$ cat src/rtl/sc_wdt_pkg.sv
package sc_wdt_pkg;
  parameter int unsigned VAL_W    = 16;
  parameter int unsigned TICK_ETU = 12;
  parameter int unsigned PER_W    = VAL_W + 4;
  parameter logic [VAL_W-1:0] ETU_RST = 16'd372;
  parameter logic [VAL_W-1:0] WT_RST  = 16'd9600;
endpackage

$ cat src/rtl/sc_io_fall.sv
module sc_io_fall (
  input  logic clk_i,
  input  logic rst_ni,
  input  logic io_i,
  output logic fall_o
);
  logic [2:0] sync_q;

  always_ff @(posedge clk_i or negedge rst_ni) begin
    if (!rst_ni) sync_q <= 3'b111;
    else         sync_q <= {sync_q[1:0], io_i};
  end

  assign fall_o = sync_q[2] & ~sync_q[1];
endmodule

$ cat src/rtl/sc_wdt_cfg.sv
module sc_wdt_cfg
  import sc_wdt_pkg::*;
(
  input  logic             clk_i,
  input  logic             rst_ni,
  input  logic             etu_we_i,
  input  logic [VAL_W-1:0] etu_val_i,
  input  logic             wt_we_i,
  input  logic [VAL_W-1:0] wt_val_i,
  output logic [PER_W-1:0] period_o,
  output logic [VAL_W-1:0] allowed_o,
  output logic [VAL_W-1:0] half_lim_o
);
  logic [VAL_W-1:0] etu_q, wt_q, ticks_raw;

  always_ff @(posedge clk_i or negedge rst_ni) begin
    if (!rst_ni) begin
      etu_q <= ETU_RST;
      wt_q  <= WT_RST;
    end else begin
      if (etu_we_i) etu_q <= etu_val_i;
      if (wt_we_i)  wt_q  <= wt_val_i;
    end
  end

  assign period_o   = PER_W'(etu_q) * PER_W'(TICK_ETU);
  assign ticks_raw  = wt_q / VAL_W'(TICK_ETU);
  assign allowed_o  = (ticks_raw == '0) ? VAL_W'(1) : ticks_raw;
  assign half_lim_o = allowed_o >> 1;
endmodule

$ cat src/rtl/sc_wdt_engine.sv
module sc_wdt_engine
  import sc_wdt_pkg::*;
(
  input  logic             clk_i,
  input  logic             rst_ni,
  input  logic             clk_en_i,
  input  logic             fall_i,
  input  logic             enable_i,
  input  logic             disable_i,
  input  logic [PER_W-1:0] period_i,
  input  logic [VAL_W-1:0] allowed_i,
  input  logic [VAL_W-1:0] half_lim_i,
  output logic             half_o,
  output logic             expired_o,
  output logic             running_o
);
  logic             en_q, run_q, half_q, exp_q;
  logic [PER_W-1:0] cyc_q;
  logic [VAL_W-1:0] ticks_q, ticks_nx;
  logic             wrap;

  assign ticks_nx = ticks_q + VAL_W'(1);
  // >= so that a shortened period wraps at once
  assign wrap     = ({1'b0, cyc_q} + (PER_W+1)'(1)) >= {1'b0, period_i};

  always_ff @(posedge clk_i or negedge rst_ni) begin
    if (!rst_ni) begin
      en_q    <= 1'b0;
      run_q   <= 1'b0;
      half_q  <= 1'b0;
      exp_q   <= 1'b0;
      cyc_q   <= '0;
      ticks_q <= '0;
    end else begin
      half_q <= 1'b0;
      exp_q  <= 1'b0;
      if (disable_i) begin
        en_q    <= 1'b0;
        run_q   <= 1'b0;
        cyc_q   <= '0;
        ticks_q <= '0;
      end else if (enable_i) begin
        en_q    <= 1'b1;
        run_q   <= 1'b1;
        cyc_q   <= '0;
        ticks_q <= '0;
      end else if (fall_i && en_q) begin
        run_q   <= 1'b1;
        cyc_q   <= '0;
        ticks_q <= '0;
      end else if (run_q && clk_en_i) begin
        if (wrap) begin
          cyc_q   <= '0;
          ticks_q <= ticks_nx;
          if (ticks_nx == half_lim_i) half_q <= 1'b1;
          if (ticks_nx >= allowed_i) begin
            run_q <= 1'b0;
            exp_q <= 1'b1;
          end
        end else begin
          cyc_q <= cyc_q + PER_W'(1);
        end
      end
    end
  end

  assign half_o    = half_q;
  assign expired_o = exp_q;
  assign running_o = run_q;

  assert_stop_on_disable_R6: assert property (@(posedge clk_i) disable iff (!rst_ni)
    disable_i |=> !run_q);
  assert_parked_after_expiry_R3: assert property (@(posedge clk_i) disable iff (!rst_ni)
    exp_q |-> !run_q);
  assert_pulses_exclusive_R4: assert property (@(posedge clk_i) disable iff (!rst_ni)
    !(half_q && exp_q));
  assert_half_while_running_R4: assert property (@(posedge clk_i) disable iff (!rst_ni)
    half_q |-> run_q);
  assert_expiry_single_R3: assert property (@(posedge clk_i) disable iff (!rst_ni)
    exp_q |=> !exp_q);
  assert_edge_rearms_R7: assert property (@(posedge clk_i) disable iff (!rst_ni)
    (fall_i && en_q && !disable_i) |=> run_q);
  assert_enable_starts_R5: assert property (@(posedge clk_i) disable iff (!rst_ni)
    (enable_i && !disable_i) |=> (run_q && ticks_q == '0));
endmodule

$ cat src/rtl/sc_wait_watchdog.sv
module sc_wait_watchdog
  import sc_wdt_pkg::*;
(
  input  logic             clk_i,
  input  logic             rst_ni,
  input  logic             clk_en_i,
  input  logic             io_i,
  input  logic             enable_i,
  input  logic             disable_i,
  input  logic             etu_we_i,
  input  logic [VAL_W-1:0] etu_val_i,
  input  logic             wt_we_i,
  input  logic [VAL_W-1:0] wt_val_i,
  output logic             half_o,
  output logic             expired_o,
  output logic             running_o
);
  logic             fall;
  logic [PER_W-1:0] period;
  logic [VAL_W-1:0] allowed, half_lim;

  sc_io_fall i_io_fall (
    .clk_i  (clk_i),
    .rst_ni (rst_ni),
    .io_i   (io_i),
    .fall_o (fall)
  );

  sc_wdt_cfg i_cfg (
    .clk_i      (clk_i),
    .rst_ni     (rst_ni),
    .etu_we_i   (etu_we_i),
    .etu_val_i  (etu_val_i),
    .wt_we_i    (wt_we_i),
    .wt_val_i   (wt_val_i),
    .period_o   (period),
    .allowed_o  (allowed),
    .half_lim_o (half_lim)
  );

  sc_wdt_engine i_engine (
    .clk_i      (clk_i),
    .rst_ni     (rst_ni),
    .clk_en_i   (clk_en_i),
    .fall_i     (fall),
    .enable_i   (enable_i),
    .disable_i  (disable_i),
    .period_i   (period),
    .allowed_i  (allowed),
    .half_lim_i (half_lim),
    .half_o     (half_o),
    .expired_o  (expired_o),
    .running_o  (running_o)
  );
endmodule

$ cat config.mk
export PLATFORM = sky130hd
export DESIGN_NAME = sc_wait_watchdog
export DESIGN_NICKNAME = d
export VERILOG_FILES = /design/src/rtl/sc_wdt_pkg.sv /design/src/rtl/sc_io_fall.sv /design/src/rtl/sc_wdt_cfg.sv /design/src/rtl/sc_wdt_engine.sv /design/src/rtl/sc_wait_watchdog.sv
export SDC_FILE = /design/constraint.sdc
export NUM_CORES = 1
export LEC_CHECK = 0
export BUFFER_PORTS_ARGS = -buffer_cell sky130_fd_sc_hd__buf_2
export CORE_MARGIN = 5
export CORE_UTILIZATION = 25
export DETAILED_ROUTE_END_ITERATION = 6
export PLACE_DENSITY = 0.42
export SLEW_MARGIN = 5
export SYNTH_ARGS = -nofsm -noshare
export SYNTH_HDL_FRONTEND = slang
export SYNTH_SLANG_ARGS = --single-unit
$ cat constraint.sdc
create_clock -name clk_i -period 7.1 [get_ports clk_i]
set_input_delay 0.71 -clock clk_i [delete_from_list [all_inputs] [get_ports clk_i]]
set_output_delay 0.71 -clock clk_i [all_outputs]
set_load 0.1 [all_outputs]
## After elaboration in Yosys (flattened, before gate mapping)

Index checks and enable logic that the tools add are counted.

- Add/sub/neg operators: 3
- $mul: 1
- Divide/modulo/power cells: 1
- Order comparisons: 2
- Equality and inequality tests: 1
- Mux-type cells: 31
- Bitwise operators: 2
- Reductions and logical operators: 9

Operators with widths:

| kind | count |
|---|---|
| $mux W20 | 5 |
| $mux W16 | 6 |
| $add A20 B1 Y21 const B | 1 |
| $ge A21 B20 Y1 | 1 |
| $add A20 B1 Y20 const B | 1 |
| $mux W1 | 20 |
| $mul A16 B2 Y18 const B | 1 |
| $add A16 B1 Y16 const B | 1 |
| $div A16 B4 Y16 const B | 1 |
| $eq A16 B15 Y1 | 1 |
| $ge A16 B16 Y1 | 1 |
| $logic_not A16 Y1 | 1 |
| $reduce_bool A4 Y1 | 3 |
| $reduce_and A3 Y1 | 1 |
| $logic_and A1 B1 Y1 | 2 |
| $reduce_and A2 Y1 | 1 |
| $reduce_bool A2 Y1 | 1 |
| $and A1 B1 Y1 | 1 |
| $not A1 Y1 | 1 |

- Flip-flop bits (word level): 75
- Bits of input ports: 40
- Logic and storage cells: 59

## Longest topological paths before layout

- Depth after elaboration: 10
- Depth in mapped cells: 30
- Depth with buffers taken out: 26

## By module

From an unflattened synthesis, not the netlist that was laid out.

- Cells, all modules: 900
- Area, all modules: 7408.4 um^2

By module, submodules not included:

| module | instances | cells an instance | area each (um^2) |
|---|---|---|---|
| sc_wdt_engine | 1 | 487 | 3910.0 |
| sc_wdt_cfg | 1 | 409 | 3405.8 |
| sc_io_fall | 1 | 4 | 92.6 |

## Least setup slack after synthesis

No wires, ideal clock.

- Kind: register to register
- Start point: reg i_cfg.wt_q[13]
- End point: reg i_engine.run_q, in the netlist i_engine.running_o
- Library setup time: 78 ps
- Arrival: 5456 ps
- Data required time: 7022 ps
- Slack: 1566 ps
- Stages on the path, launching flop included: 29
- Buffers on the path: 2
- Cell sequence: dfstp_2 buf_6 xor2_2 o221ai_2 o31a_4 o22ai_1 mux4_2 and3_1 o41a_4 nor2_8 inv_2 buf_6 o2111ai_1 a2111oi_0 a2111oi_0 o311ai_0 ha_1 nand2b_1 a21o_1 a21o_1 a21o_1 a21o_1 a21o_1 a21o_1 a21oi_1 o22ai_1 o21ai_0 o31ai_1 a21oi_1

- Cells in the longest elaborated chain, start to end: 6

Ends and longest elaborated chain:

| item | RTL line | RTL |
|---|---|---|
| start, declared | sc_wdt_cfg.sv:14 | `logic [VAL_W-1:0] etu_q, wt_q, ticks_raw;` |
| start signal, assigned | sc_wdt_cfg.sv:22 | `if (wt_we_i) wt_q <= wt_val_i;` |
| $div A16 B4 Y16 (*) | sc_wdt_cfg.sv:27 | `assign ticks_raw = wt_q / VAL_W'(TICK_ETU);` |
| $logic_not A16 Y1 | sc_wdt_cfg.sv:28 | `assign allowed_o = (ticks_raw == '0) ? VAL_W'(1) : ticks_raw;` |
| $mux W16 (*) | sc_wdt_cfg.sv:28 |  |
| $ge A16 B16 Y1 (*) | sc_wdt_engine.sv:56 | `if (ticks_nx >= allowed_i) begin` |
| $reduce_bool A4 Y1 (no line) (*) | -- |  |
| $reduce_and A3 Y1 (no line) (*) | -- |  |
| end signal, assigned | sc_wdt_engine.sv:29 | `run_q <= 1'b0;` |
| end signal, assigned | sc_wdt_engine.sv:48 | `run_q <= 1'b1;` |
| end signal, assigned | sc_wdt_engine.sv:57 | `run_q <= 1'b0;` |
| end, declared | sc_wdt_engine.sv:17 | `logic en_q, run_q, half_q, exp_q;` |

Mark *: on every way between the ends. The rest lies on a longest branch, timed or not.
A chain may end at the register's enable or synchronous reset.

## Worst setup path in the final report

Ends and elaborated chain as after synthesis.

==> impl_metrics.yaml <==
floorplan:
  dieArea_mm2: 0.02901
  initial_core_util_pct: 25.45
  die_w_um: 170.3
  die_y_um: 170.3
  rows: 58
  fp.coreArea_mm2: 0.02525
  num_io_pins: 43
clock_network:
  worstSkewPairLatency_ns: 0.34
  clkTransAtPathRegs_ns: 0.06
  post_cts.repair.setup_buffers: 0
  hold_buffers: 0
  post_cts_resize_count: 0
  cts_root_buf: "clkbuf_16"
  htreeDepth: 3
  clk_path_buf_depth: 2
  cts_buffers: 9
  clkSinkCount: 73
  cts_tree: "yes"
critical_path:
  rr_startpoint: "i_cfg.wt_q[13]"
  slowest_delay_ns: 0.68
  critPathLaunchType: "flip-flop"
  timing_worst_setup_path_type: "reg -> reg"
  crit_start: "i_cfg.wt_q[13]"
  arrival_ns: 6.68
  path_delay_family: "compound AO/OA/AOI/OAI gates"
  cp_slowest_cell: "dfstp_2"
  path_buf_inv: 1
  reg2reg_to: "i_engine.running_o"
  r2r_slack_ns: 0.69
  worstSetupEndpointType: "flip-flop"
  worstPathRequired_ns: 7.37
  reg2reg_depth: 26
  crit_top_cell: "a21o_1"
  endpoint: "i_engine.running_o"
  path_depth: 26
  cp_max_fo: 15
timing:
  rsz0062_at_grt: "false"
  setup_viol: 0
  worstMarginPinSlew_ns: 0.7760
  max_freq_mhz: 156.0
  finalMaxSlewViolations: 0
  timing.final.crit_share_pct: 90.27
  period_minus_slack_ns: 6.409
  finalHoldViolCount: 0
  fin_worst_skew_ns: 0.005020
  relSlewSlack_pct: 48.27
  fin_tns_setup_ns: 0
yosys:
  synth.distinct_cells: 77
  async_flop_share_pct: 100.0
  synth_largest_area_cell: "dfrtp_1"
  syn_inst: 775
  syn_area_mm2: 0.006426
  yosysWarnings: 0
  dominantRegCellSynth: "dfrtp_1"
  avgSynthCellArea_um2: 8.292
  ys_seq_elements: 73
  synth_edf_count: 0
  synth_fp_nets: 866
  ys_top_cells_by_area: "dfrtp_1 (24%), ha_1 (9.7%), nand2_1 (5.1%)"
  synth_top_area_share_pct: 23.75
  ys_seq_area_share_pct: 28.66
status:
  outcome: "finished clean"
cells_and_area:
  layout_common_cells: "nand2_1 (87), o21ai_0 (64), dfrtp_1 (61)"
  design_area_mm2: 0.007256
  n_antenna_cell: 0
  final-instance-count-excl-fill: 1130
  area_delta_synth_final_pct: 12.91
  nNetsFinal: 886
  final_layout_size_suffix_gt1_share_pct: 14.25
  final_common_cell: "nand2_1"
  fillers: 2749
placed_design:
  numPortBuffers: 40
  placed_area_mm2: 0.006928
  place_inst: 1114
  dp_hpwl_um: 11730
  gp_congestion: 0.8158
run:
  max_cap_viol_count: 0
pwr:
  leakagePower_nw: 3.144
  ir_drop_mv: 0.09114
  power.density_mw_per_mm2: 204.1
detailed_routing:
  dr.pass1.iters: 5
  drc: 0
  drt-total-wl_um: 16030
  vias: 5545
  drtIter0Drc: 289
  ant_nets: 0
  vias_per_cell: 4.907
  wl_per_cell_um: 14.19
global_route:
  first_global_vias: 5437
  grt_max_degree: 59
  grt_overflow: 0
  antenna_found_initial: 0
  grt_use_total_pct: 11.35
  grt_first_pass_wirelength_um: 27320
worst_hold_path:
  hp-class: "in -> async"
## per-stage QoR
stage               hold WS, ns  util, %  setup slack (ns)  power (mW)
floorplan                0.3452        -             1.566      0.8745
global placement         0.3460    27.43            0.4923      0.9890
detailed placement       0.3469    27.43            0.4595      0.9855
CTS                      0.2244    28.70            0.3990       1.510
global route             0.2291    28.73           0.09368       1.600
finish                   0.2260    28.73            0.6906       1.481
## worst min-delay path by stage
stage | from | depth (start not counted) | slack, ns | to
CTS | rst_ni | 1 | 0.22 | i_cfg.wt_q[12]
global route | rst_ni | 1 | 0.23 | i_cfg.wt_q[12]
global placement | i_io_fall.sync_q[0] | 0 | 0.35 | i_io_fall.sync_q[1]
floorplan | i_io_fall.sync_q[0] | 0 | 0.35 | i_io_fall.sync_q[1]
detailed placement | i_io_fall.sync_q[0] | 0 | 0.35 | i_io_fall.sync_q[1]
finish | rst_ni | 1 | 0.23 | i_cfg.wt_q[12]
## cells in the mapped netlist, types with 5 or more instances
master / n
ha_1: 50
a31oi_1: 6
a211oi_1: 6
o31ai_1: 7
xor2_1: 26
mux2_2: 21
o21ai_0: 64
or3_1: 5
o21a_1: 5
and2_1: 5
a21oi_1: 37
clkbuf_1: 28
and3_1: 13
nor3_1: 19
nor2_1: 52
nand4_1: 10
o211ai_1: 10
dfstp_2: 12
a21o_1: 12
inv_1: 35
nor2b_1: 6
nor4_1: 10
o21bai_1: 8
nand2_1: 87
nand3_1: 42
xnor2_1: 33
a22oi_1: 5
nand2b_1: 10
dfrtp_1: 61
## cells by family (layout without fill, tap and decap cells)
family	Yosys count	in the layout	synth area share (%)
buffers and inverters	78	103	5.101
adder cells (fa/ha/maj)	52	52	10.20
AO/OA/AOI/OAI	208	208	22.04
XOR/XNOR	60	60	8.295
AND/OR/NAND/NOR	279	279	21.20
multiplexers	25	25	4.498
flip-flops	73	73	28.66
## sequential cells by signal, summed over array words and instances (netlist names)
| name | count |
|---|---|
| i_engine.en_q | 1 |
| i_engine.half_o | 1 |
| i_cfg.etu_q | 16 |
| i_engine.expired_o | 1 |
| i_cfg.wt_q | 14 |
| i_engine.running_o | 1 |
| i_io_fall.sync_q | 3 |
| i_engine.cyc_q | 20 |
| i_engine.ticks_q | 16 |
## per-layer routing
layer | global-route usage (%) | vias up | part of all wire [%]
met5 | 0 | - | 0
met4 | 2.674 | 0 | 1.1
met3 | 2.184 | 15 | 3.4
met2 | 19.50 | 106 | 48
met1 | 14.75 | 2563 | 48
li1 | - | 2861 | -
## power breakdown
| group | internal, mW | switching (mW) | leakage (nW) |
|---|---|---|---|
| clock network | 0.310 | 0.194 | 0.157 |
| logic | 0.214 | 0.285 | 2.06 |
| registers | 0.439 | 0.0385 | 0.931 |
| total | 0.963 | 0.518 | 3.14 |
## layout make-up
cell class / count / area (µm²) / area share, %
sequential: 73 / 1842 / 25.38
clock inverter: 6 / 91.34 / 1.259
inverter: 38 / 142.6 / 1.966
timing repair buffer: 49 / 270.3 / 3.725
multi-input combinational: 624 / 4268 / 58.82
clock buffer: 10 / 229.0 / 3.156
tap: 330 / 412.9 / 5.691
Note: power is estimated with default switching activity, not from simulation.
